File: src/rtl/uart_ctl_pkg.sv
`timescale 1ns/1ps
package uart_ctl_pkg;

    localparam int ADDR_W = 6;

    localparam logic [ADDR_W-1:0] OFS_MODE = 6'h00;
    localparam logic [ADDR_W-1:0] OFS_STAT = 6'h04;
    localparam logic [ADDR_W-1:0] OFS_CMD  = 6'h08;
    localparam logic [ADDR_W-1:0] OFS_DATA = 6'h0C;
    localparam logic [ADDR_W-1:0] OFS_INT  = 6'h14;
    localparam logic [ADDR_W-1:0] OFS_DIVA = 6'h18;
    localparam logic [ADDR_W-1:0] OFS_DIVB = 6'h1C;

    // status bit positions
    localparam int ST_RXRDY = 0;
    localparam int ST_FULL  = 1;
    localparam int ST_TXRDY = 2;
    localparam int ST_TXEMP = 3;

    // interrupt status bit positions
    localparam int IS_TX  = 0;
    localparam int IS_RX  = 1;
    localparam int IS_BRK = 2;

    // first mode register: receive interrupt source select
    localparam int MODE_RXSEL = 6;

    typedef enum logic [2:0] {
        MISC_NOP     = 3'd0,
        MISC_PTR_RST = 3'd1,
        MISC_RX_RST  = 3'd2,
        MISC_TX_RST  = 3'd3,
        MISC_ERR_RST = 3'd4,
        MISC_BRK_CLR = 3'd5,
        MISC_BRK_ON  = 3'd6,
        MISC_BRK_OFF = 3'd7
    } misc_op_e;

    typedef struct packed {
        logic ptr_rst;
        logic rx_rst;
        logic tx_rst;
        logic brk_clr;
        logic tx_on;
        logic tx_off;
        logic rx_on;
        logic rx_off;
    } cmd_act_t;

endpackage

File: src/rtl/uart_cmd_decode.sv
`timescale 1ns/1ps
module uart_cmd_decode
    import uart_ctl_pkg::*;
(
    input  logic       strobe,
    input  logic [6:0] cmd,
    output cmd_act_t   act
);

    misc_op_e misc;

    always_comb begin
        misc = misc_op_e'(cmd[6:4]);
        act  = '0;
        if (strobe) begin
            case (misc)
                MISC_PTR_RST: act.ptr_rst = 1'b1;
                MISC_RX_RST:  act.rx_rst  = 1'b1;
                MISC_TX_RST:  act.tx_rst  = 1'b1;
                MISC_BRK_CLR: act.brk_clr = 1'b1;
                default:      ;
            endcase
            case (cmd[3:2])
                2'd1:    act.tx_on  = 1'b1;
                2'd2:    act.tx_off = 1'b1;
                default: ;
            endcase
            case (cmd[1:0])
                2'd1:    act.rx_on  = 1'b1;
                2'd2:    act.rx_off = 1'b1;
                default: ;
            endcase
        end
    end

endmodule

File: src/rtl/uart_rx_queue.sv
`timescale 1ns/1ps
module uart_rx_queue #(
    parameter int DEPTH = 4,
    parameter int DW    = 8,
    parameter int CW    = $clog2(DEPTH + 1)
) (
    input  logic          clk,
    input  logic          rst_n,
    input  logic          flush,
    input  logic          pop,
    input  logic          push,
    input  logic [DW-1:0] push_data,
    output logic [DW-1:0] head,
    output logic [CW-1:0] count
);

    localparam logic [CW-1:0] FULL_CNT = CW'(DEPTH);

    typedef struct packed {
        logic [DEPTH-1:0][DW-1:0] slot;
        logic [CW-1:0]            cnt;
    } rxq_t;

    rxq_t q_d, q_q;

    always_comb begin
        q_d = q_q;
        if (flush) begin
            q_d.cnt = '0;
        end
        if (pop && q_d.cnt != '0) begin
            for (int i = 0; i < DEPTH - 1; i++) begin
                q_d.slot[i] = q_d.slot[i+1];
            end
            q_d.cnt = q_d.cnt - 1'b1;
        end
        if (push) begin
            if (q_d.cnt == FULL_CNT) begin
                q_d.slot[DEPTH-1] = push_data;
            end else begin
                for (int i = 0; i < DEPTH; i++) begin
                    if (CW'(i) == q_d.cnt) begin
                        q_d.slot[i] = push_data;
                    end
                end
                q_d.cnt = q_d.cnt + 1'b1;
            end
        end
    end

    always_ff @(posedge clk or negedge rst_n) begin
        if (!rst_n) begin
            q_q <= '0;
        end else begin
            q_q <= q_d;
        end
    end

    assign head  = q_q.slot[0];
    assign count = q_q.cnt;

endmodule

File: src/rtl/uart_tx_hold.sv
`timescale 1ns/1ps
module uart_tx_hold #(
    parameter int DW = 8
) (
    input  logic          clk,
    input  logic          rst_n,
    input  logic          load,
    input  logic [DW-1:0] load_data,
    input  logic          rst_tx,
    input  logic          en_on,
    input  logic          en_off,
    output logic          tx_en,
    output logic          tx_empty,
    output logic          tx_valid,
    output logic [DW-1:0] tx_data
);

    typedef struct packed {
        logic          en;
        logic          empty;
        logic [DW-1:0] hold;
        logic          v;
        logic [DW-1:0] d;
    } txh_t;

    txh_t s_d, s_q;

    always_comb begin
        s_d   = s_q;
        s_d.v = 1'b0;
        if (rst_tx) begin
            s_d.en    = 1'b0;
            s_d.empty = 1'b1;
        end
        if (en_on) begin
            s_d.en = 1'b1;
            if (!s_d.empty) begin
                s_d.v     = 1'b1;
                s_d.d     = s_d.hold;
                s_d.empty = 1'b1;
            end
        end
        if (en_off) begin
            s_d.en = 1'b0;
        end
        if (load) begin
            s_d.hold  = load_data;
            s_d.empty = 1'b0;
            if (s_d.en) begin
                s_d.v     = 1'b1;
                s_d.d     = load_data;
                s_d.empty = 1'b1;
            end
        end
    end

    always_ff @(posedge clk or negedge rst_n) begin
        if (!rst_n) begin
            s_q       <= '0;
            s_q.empty <= 1'b1;
        end else begin
            s_q <= s_d;
        end
    end

    assign tx_en    = s_q.en;
    assign tx_empty = s_q.empty;
    assign tx_valid = s_q.v;
    assign tx_data  = s_q.d;

endmodule

File: src/rtl/uart_ctl_core.sv
`timescale 1ns/1ps
module uart_ctl_core
    import uart_ctl_pkg::*;
#(
    parameter int            RX_DEPTH = 4,
    parameter int            DW       = 8,
    parameter logic [DW-1:0] DIV_A    = '0,
    parameter logic [DW-1:0] DIV_B    = '0
) (
    input  logic              clk,
    input  logic              rst_n,
    input  logic              bus_valid,
    input  logic              bus_write,
    input  logic [ADDR_W-1:0] bus_addr,
    input  logic [DW-1:0]     bus_wdata,
    output logic [DW-1:0]     bus_rdata,
    output logic              irq,
    input  logic              rx_valid,
    input  logic [DW-1:0]     rx_data,
    input  logic              rx_break,
    output logic              rx_accept,
    output logic              tx_valid,
    output logic [DW-1:0]     tx_data
);

    localparam int            CNT_W    = $clog2(RX_DEPTH + 1);
    localparam logic [CNT_W-1:0] Q_FULL = CNT_W'(RX_DEPTH);

    typedef struct packed {
        logic [DW-1:0] mode1;
        logic [DW-1:0] mode2;
        logic          ptr;
        logic          rx_en;
        logic          brk;
        logic [DW-1:0] imr;
    } core_t;

    core_t core_d, core_q;

    logic             rd_stb, wr_stb;
    cmd_act_t         act;
    logic [CNT_W-1:0] rxq_count;
    logic [DW-1:0]    rxq_head;
    logic             rxq_push;
    logic [DW-1:0]    rxq_push_data;
    logic             tx_en, tx_empty;
    logic [DW-1:0]    stat_v, isr_v;
    logic             mode_ptr_q;

    assign rd_stb = bus_valid && !bus_write;
    assign wr_stb = bus_valid && bus_write;

    uart_cmd_decode u_cmd (
        .strobe (wr_stb && bus_addr == OFS_CMD),
        .cmd    (bus_wdata[6:0]),
        .act    (act)
    );

    assign rx_accept     = core_q.rx_en && (rxq_count != Q_FULL);
    assign rxq_push      = rx_break || (rx_valid && rx_accept);
    assign rxq_push_data = rx_break ? '0 : rx_data;

    uart_rx_queue #(
        .DEPTH (RX_DEPTH),
        .DW    (DW),
        .CW    (CNT_W)
    ) u_rxq (
        .clk       (clk),
        .rst_n     (rst_n),
        .flush     (act.rx_rst),
        .pop       (rd_stb && bus_addr == OFS_DATA),
        .push      (rxq_push),
        .push_data (rxq_push_data),
        .head      (rxq_head),
        .count     (rxq_count)
    );

    uart_tx_hold #(
        .DW (DW)
    ) u_txh (
        .clk       (clk),
        .rst_n     (rst_n),
        .load      (wr_stb && bus_addr == OFS_DATA),
        .load_data (bus_wdata),
        .rst_tx    (act.tx_rst),
        .en_on     (act.tx_on),
        .en_off    (act.tx_off),
        .tx_en     (tx_en),
        .tx_empty  (tx_empty),
        .tx_valid  (tx_valid),
        .tx_data   (tx_data)
    );

    // status and interrupt status views
    always_comb begin
        stat_v           = '0;
        stat_v[ST_RXRDY] = (rxq_count != '0);
        stat_v[ST_FULL]  = (rxq_count == Q_FULL);
        stat_v[ST_TXRDY] = tx_en;
        stat_v[ST_TXEMP] = tx_empty;
        isr_v            = '0;
        isr_v[IS_TX]     = stat_v[ST_TXRDY];
        isr_v[IS_RX]     = core_q.mode1[MODE_RXSEL] ? stat_v[ST_FULL] : stat_v[ST_RXRDY];
        isr_v[IS_BRK]    = core_q.brk;
    end

    assign irq = |(isr_v & core_q.imr);

    // next state: register access first, receive event second
    always_comb begin
        core_d = core_q;
        if (wr_stb && bus_addr == OFS_MODE) begin
            if (core_q.ptr) begin
                core_d.mode2 = bus_wdata;
            end else begin
                core_d.mode1 = bus_wdata;
            end
            core_d.ptr = 1'b1;
        end
        if (act.ptr_rst) core_d.ptr   = 1'b0;
        if (act.rx_rst)  core_d.rx_en = 1'b0;
        if (act.brk_clr) core_d.brk   = 1'b0;
        if (act.rx_on)   core_d.rx_en = 1'b1;
        if (act.rx_off)  core_d.rx_en = 1'b0;
        if (wr_stb && bus_addr == OFS_INT) begin
            core_d.imr = bus_wdata;
        end
        if (rx_break) begin
            core_d.brk = 1'b1;
        end
    end

    always_ff @(posedge clk or negedge rst_n) begin
        if (!rst_n) begin
            core_q <= '0;
        end else begin
            core_q <= core_d;
        end
    end

    // read data mux
    always_comb begin
        bus_rdata = '0;
        if (rd_stb) begin
            case (bus_addr)
                OFS_MODE: bus_rdata = core_q.ptr ? core_q.mode2 : core_q.mode1;
                OFS_STAT: bus_rdata = stat_v;
                OFS_DATA: bus_rdata = (rxq_count != '0) ? rxq_head : '0;
                OFS_INT:  bus_rdata = isr_v;
                OFS_DIVA: bus_rdata = DIV_A;
                OFS_DIVB: bus_rdata = DIV_B;
                default:  bus_rdata = '0;
            endcase
        end
    end

    assign mode_ptr_q = core_q.ptr;

endmodule

File: config.mk
export PLATFORM = sky130hd
export DESIGN_NAME = uart_ctl_core
export DESIGN_NICKNAME = d
export VERILOG_FILES = /design/src/rtl/uart_ctl_pkg.sv /design/src/rtl/uart_cmd_decode.sv /design/src/rtl/uart_rx_queue.sv /design/src/rtl/uart_tx_hold.sv /design/src/rtl/uart_ctl_core.sv
export SDC_FILE = /design/constraint.sdc
export NUM_CORES = 1
export LEC_CHECK = 0
export CORE_MARGIN = 2
export CORE_UTILIZATION = 60
export DETAILED_ROUTE_END_ITERATION = 12
export PLACE_DENSITY = 0.85
export SYNTH_ARGS = -nofsm -noshare
export SYNTH_HDL_FRONTEND = slang
export SYNTH_HIERARCHICAL = 1
export SYNTH_SLANG_ARGS = --single-unit
export TNS_END_PERCENT = 10
File: constraint.sdc
create_clock -name clk -period 6.9 [get_ports clk]
set_input_delay 1.725 -clock clk [delete_from_list [all_inputs] [get_ports clk]]
set_output_delay 1.725 -clock clk [all_outputs]
set_load 0.02 [all_outputs]
==> results.ini, run 1 <==
[power_and_ir_drop]
p_int_uw=869
total_power_uw=1280
seqPwrFrac_pct=50.0
switching_power_uw=409
max-vdd-ir-drop_mv=0.175
p_leak_uw=0.00209
combinationalPowerShare_pct=26.1
swShare_pct=32.0
p_per_area_nw_per_um2=275
clkPwrFrac_pct=23.9

[cells_and_area]
layout-drive-gt1-share_pct=25.6
layout_common_cells=dfrtp_1 (75), mux2_2 (67), nand2_1 (52)
layout_commonest_cell=dfrtp_1
syn2layout_area_growth_pct=13.0
nets=427
diodes=0

[routing]
ant_nets=0
vias=2832
drc=0
finalWirelength_um=8170
via_per_inst=5.88
drt-initial-drc-count=144
avgRoutedWirePerCell_um=17.0
first_pass_iters=4

[die]
core_sq_um=6720
io-pin-count=47
row_count=30
die_h_um=86.7
die_w_um=86.7
start_util_pct=61.1
die-area_sq_um=7520

[worst_setup_path]
crit_arrival_ns=4.39
r2r_slack_ns=3.81
required_ns=5.18
crit_path_max_fanout=11
worstSetupPathType=in -> out
end_kind=output port
crit_path_start_kind=primary input

[flow_run]
maxCapViolCount=0

[place]
hpwl_um=5830
gp_congestion=0.908
port-buffer-count=46

[synthesis]
yosys_warnings=6
synth_seq_area_share_pct=46.3
synthDistinctLibCells=50
syn-cell-area_sq_um=4110
synth_edf_count=0
syn_inst=369
synthArstFlopShare_pct=100
synth_ff_type=dfrtp_1
avgSynthCellArea_sq_um=11.1
ys_ff_latch=76
syn_nets=399

[global_routing]
grt_max_degree=77
grt_pass1_vias=2807
grt_pass1_wl_um=13500
antenna_found_initial=0
grt_remaining_overflow=0
grt_usage_pct=23.5

[cts]
clk_pin_slew_ns=0.07
clkSinkCount=76
cts_resized=0
clk-insertion-delay-late_ns=0.35
clock-root-buffer=clkbuf_8
ctsHoldBuffers=0
cts_htree_levels=3
post-cts-setup-buffers=0
cts.path.max_buffers=2
cts_buffers=9
cts_tree=done

[sta]
setup-tns-final_ns=0
rsz0062_at_grt=false
min_period_ns=6.11
clock_skew_ns=0.00944
tightestPinTransition_ns=0.972
finalHoldViolations=0
slew-limit-headroom_pct=35.0
max_freq_ghz=0.164
setup_viol=0
drv_slew=0
finalCritPeriodShare_pct=88.6

[min_path]
hold_path.class=reg -> reg

[status]
status=finished, final reports clean

==> final cells by class <==
cell class,count,area [sq um]
flip-flops and latches,76,1900
fillers,491,2080
well taps,80,100
inverters,8,30.0
multi-input cells,254,1960
repair buffers,48,470
clock buffers,11,141
clock inverters,5,36.3
==> layer usage <==
layer	track usage (%)	share of wire, %
met4	10.2	1.8
met3	3.81	5.0
met2	39.5	51
met5	0	0
met1	29.9	43
==> power by group through the flow <==
stage / Combinational, uW / Sequential, uW / Clock [uW]
6_report: 333 / 639 / 305
5_1_grt: 374 / 651 / 333
4_1_cts: 335 / 638 / 312
3_5_place_dp: 333 / 646 / 0
3_3_place_gp: 319 / 638 / 0
2_1_floorplan: 312 / 613 / 0
==> through the flow <==
stage          hold WS (ns)  cells  setup slack, ns  area, sq um  util [%]
2_1_floorplan         0.471    369             1.78         4110         -
3_3_place_gp          0.482    466            0.858         4460      66.4
5_1_grt               0.526    482            0.648         4640      69.1
4_1_cts               0.508    482            0.808         4640      69.1
6_report              0.505    482            0.785         4640      69.1
3_5_place_dp          0.491    466            0.812         4460      66.4
==> synthesized netlist by cell type, types with 2 or more instances <==
| cell | number | share of area [%] |
|---|---|---|
| a21o_1 | 4 | 0.73 |
| a21oi_1 | 6 | 0.73 |
| a222oi_1 | 2 | 0.49 |
| a22oi_1 | 7 | 1.3 |
| a31oi_1 | 10 | 1.5 |
| and3b_2 | 4 | 0.98 |
| and4b_1 | 2 | 0.49 |
| and4bb_1 | 2 | 0.61 |
| buf_2 | 5 | 0.61 |
| buf_4 | 20 | 3.7 |
| buf_6 | 2 | 0.55 |
| clkbuf_1 | 4 | 0.37 |
| dfrtp_1 | 75 | 46 |
| ha_1 | 2 | 0.61 |
| inv_1 | 8 | 0.73 |
| mux2_2 | 67 | 18 |
| mux2i_1 | 8 | 2.0 |
| nand2_1 | 52 | 4.8 |
| nand2b_1 | 8 | 1.2 |
| nand3_1 | 2 | 0.24 |
| nor2_1 | 25 | 2.3 |
| nor2b_1 | 9 | 1.4 |
| nor3b_4 | 2 | 0.91 |
| nor4_1 | 3 | 0.46 |
| o21a_1 | 2 | 0.37 |
| o21ai_0 | 11 | 1.3 |
| or3_1 | 3 | 0.46 |
| xnor2_1 | 2 | 0.43 |
==> critical path, cell delays in order <==
cell,delay [ns]
clkdlybuf4s50_1,0.45
or4_1,0.70
nor3_4,0.45
a22oi_1,0.14
a31oi_1,0.27
clkdlybuf4s50_1,0.65
==> registers in the layout, indices dropped and copies added, names as in the netlist <==
| name | count |
|---|---|
| u_rxq/q_q | 24 |
| u_txh/tx_valid | 1 |
| u_txh/tx_en | 1 |
| u_txh/tx_data | 8 |
| mode_ptr_q | 1 |
| u_txh/tx_empty | 1 |
| u_rxq/count | 3 |
| u_txh/s_q | 8 |
| u_rxq/head | 8 |
| core_q | 21 |
==> cells by family (layout without fill, tap and decap cells) <==
group,after synthesis,count (layout),synth area share (%)
and+or+nand+nor,124,124,17.1
muxes,76,76,20.9
DFF,76,76,46.3
AOI/OAI and AO/OA,49,49,8.53
buffers and inverters,39,72,5.91
xor gates and xnor gates,3,3,0.640
adders and majority gates,2,2,0.609
==> path summary, 6_finish.rpt <==
check / from / endpoint / cells after the start
min in group asynchronous: rst_n / core_q[0]$_DFFE_PN0P_ / 2
hold reg to reg: core_q[17]$_DFFE_PN0P_ / core_q[17]$_DFFE_PN0P_ / 1
setup / recovery: bus_addr[0] / bus_rdata[2] / 6
hold / removal: core_q[17]$_DFFE_PN0P_ / core_q[17]$_DFFE_PN0P_ / 1
max in group asynchronous: rst_n / u_txh/s_q[15]$_DFFE_PN0P_ / 2
setup reg to reg: u_rxq/count[0]$_DFF_PN0_ / u_rxq/head[2]$_DFF_PN0_ / 7
(Power assumes the default switching activity.)
==> inputs of run 2 (changes only) <==
Settings changed: DONT_BUFFER_PORTS set to 1, GPL_TIMING_DRIVEN set to 0, PLACE_DENSITY 0.85 to 0.76, REMOVE_ABC_BUFFERS set to 1.
==> run 2 against run 1 <==
Die area is the same. Power is essentially flat. Clock skew shrank 0.0012 ns. Fmax grew 5.0%. Highest routed layer unchanged. Largest power group unchanged. Largest cell class unchanged. Critical path type is now in -> reg. Critical endpoint is now u_rxq/q_q[30]$_DFFE_PN0P_. Critical path depth grew 5. Clock power grew 12%.
==> results.ini, run 2 (synthesized netlist as in run 1, its figures left out) <==
[global_routing]
grt_use_met1_pct=27.8
global_route.peak_usage_layer=met2
grt_pass1_wl_um=12800
grt_pass1_vias=2638
use_met2_pct=37.1
met3_usage_pct=4.10
antenna_found_initial=0
grt_max_degree=77
grt_remaining_overflow=0
grt_usage_pct=22.2

[worst_setup_path]
required_ns=7.14
critical-path-max-stage-delay_ns=0.92
end_kind=flop
crit_family=simple AND/OR/NAND/NOR gates
crit_path_cell_trace=or4_1 -> nor4_1 -> and4bb_1 -> nand2b_1 -> ha_1 -> ha_1 -> nand2b_4 -> mux2i_4 -> nand2_2 -> o32ai_4 -> mux2_2
critical_path.endpoint=u_rxq/q_q[30]$_DFFE_PN0P_
worstSetupPathType=in -> reg
crit_cells=11
r2r_slack_ns=3.79
worstReg2RegStart=u_rxq/count[0]$_DFF_PN0_
crit_path_max_fanout=21
cpMostUsedCell=ha_1
cp-startpoint=bus_addr[1]
crit_arrival_ns=6.06
crit_path_start_kind=primary input
r2r_cells=7
slowest_stage=nor4_1
rr_endpoint=u_rxq/head[5]$_DFF_PN0_
path_buf_inv=0

[power_and_ir_drop]
p_leak_uw=0.00193
p_per_area_nw_per_um2=305
total_power_uw=1280
max-vdd-ir-drop_mv=0.174

[die]
io-pin-count=47
die_w_um=86.7
die_h_um=86.7
core_sq_um=6720
start_util_pct=61.1
row_count=30
die-area_sq_um=7520

[cells_and_area]
largest_register=u_rxq/q_q
nets=379
top_regs=u_rxq/q_q x24, core_q x21
layout_common_cells=dfrtp_1 (75), mux2_2 (67), nand2_1 (52)
fin_util_pct=62.4
syn2layout_area_growth_pct=2.04
diodes=0
layout-drive-gt1-share_pct=27.4
largest_reg_flops=24
layout_commonest_cell=dfrtp_1

[place]
place_ws_ns=0.793
hpwl_um=5350
gp_congestion=0.806
port-buffer-count=0

[sta]
rsz0062_at_grt=false
slew-limit-headroom_pct=27.7
finalCritPeriodShare_pct=84.4
setup_viol=0
setup-tns-final_ns=0
finalWorstSetupSlack_ns=1.08
finalHoldViolations=0
drv_slew=0
clock_skew_ns=0.00823
min_period_ns=5.82
max_freq_ghz=0.172
tightestPinTransition_ns=1.08

[cts]
clkSinkCount=76
ctsHoldBuffers=0
clk-insertion-delay-late_ns=0.35
clk_pin_slew_ns=0.07
post-cts-setup-buffers=0
clock-root-buffer=clkbuf_8
cts_tree=done
cts_htree_levels=3
cts_buffers=9
cts.path.max_buffers=2
cts_resized=0

[min_path]
hold_path.class=reg -> reg

[routing]
first_pass_iters=4
finalWirelength_um=7890
ant_nets=0
avgRoutedWirePerCell_um=18.2
via_per_inst=6.05
drt-initial-drc-count=139
drc=0
vias=2627

[status]
status=finished, final reports clean

[flow_run]
maxCapViolCount=0

-- run 2: changes by cell type in the layout (fill, tap and decap cells not counted) --
cell	previous run	this run
clkdlybuf4s50_1	45	0
clkbuf_1	1	4
clkinvlp_4	3	0
buf_4	2	0
buf_2	1	0
bufinv_16	0	1
clkbuf_8	10	11
clkinv_2	1	0
inv_6	1	0
-- run 2: final cells by class --
cell class / count / area [sq um]
multi-input combinational: 254 / 1960
inverter: 8 / 30.0
clock inverter: 1 / 30.0
fill: 525 / 2530
sequential: 76 / 1900
clock buffer: 15 / 166
tap: 80 / 100
-- run 2: power breakdown --
part | internal, uW | switching [uW]
combinational | 152 | 147
sequential | 559 | 76.4
clock | 188 | 154
total | 900 | 378
-- run 2: worst min path at each step --
stage | from | to | cells past startpoint
2_1_floorplan | core_q[9]$_DFFE_PN0P_ | core_q[9]$_DFFE_PN0P_ | 2
3_3_place_gp | core_q[11]$_DFFE_PN0P_ | core_q[11]$_DFFE_PN0P_ | 1
3_5_place_dp | core_q[13]$_DFFE_PN0P_ | core_q[13]$_DFFE_PN0P_ | 1
4_1_cts | u_txh/s_q[10]$_DFFE_PN0P_ | u_txh/s_q[10]$_DFFE_PN0P_ | 1
5_1_grt | u_rxq/q_q[27]$_DFFE_PN0P_ | u_rxq/q_q[27]$_DFFE_PN0P_ | 1
6_report | u_txh/s_q[10]$_DFFE_PN0P_ | u_txh/s_q[10]$_DFFE_PN0P_ | 1
-- run 2: per-layer routing --
| metal | up-vias | wire [um] |
|---|---|---|
| met2 | 75 | 3860 |
| met1 | 1296 | 3430 |
| met4 | 0 | 217 |
| met5 | - | 0 |
| met3 | 18 | 386 |
| li1 | 1238 | - |
-- run 2: worst register-to-register path: stages (launching register included) --
cell,delay (ns)
dfrtp_1,0.47
nand2b_1,0.18
ha_1,0.22
ha_1,0.22
nor2b_4,0.59
nand4b_1,0.24
a211oi_2,0.81
o21ai_0,0.23
-- run 2: metrics by stage --
stage	hold slack, ns	cell area [sq um]	cells
3_5_place_dp	0.487	3990	418
6_report	0.502	4190	434
5_1_grt	0.516	4190	434
3_3_place_gp	0.483	3990	418
4_1_cts	0.507	4190	434
2_1_floorplan	0.471	3890	338
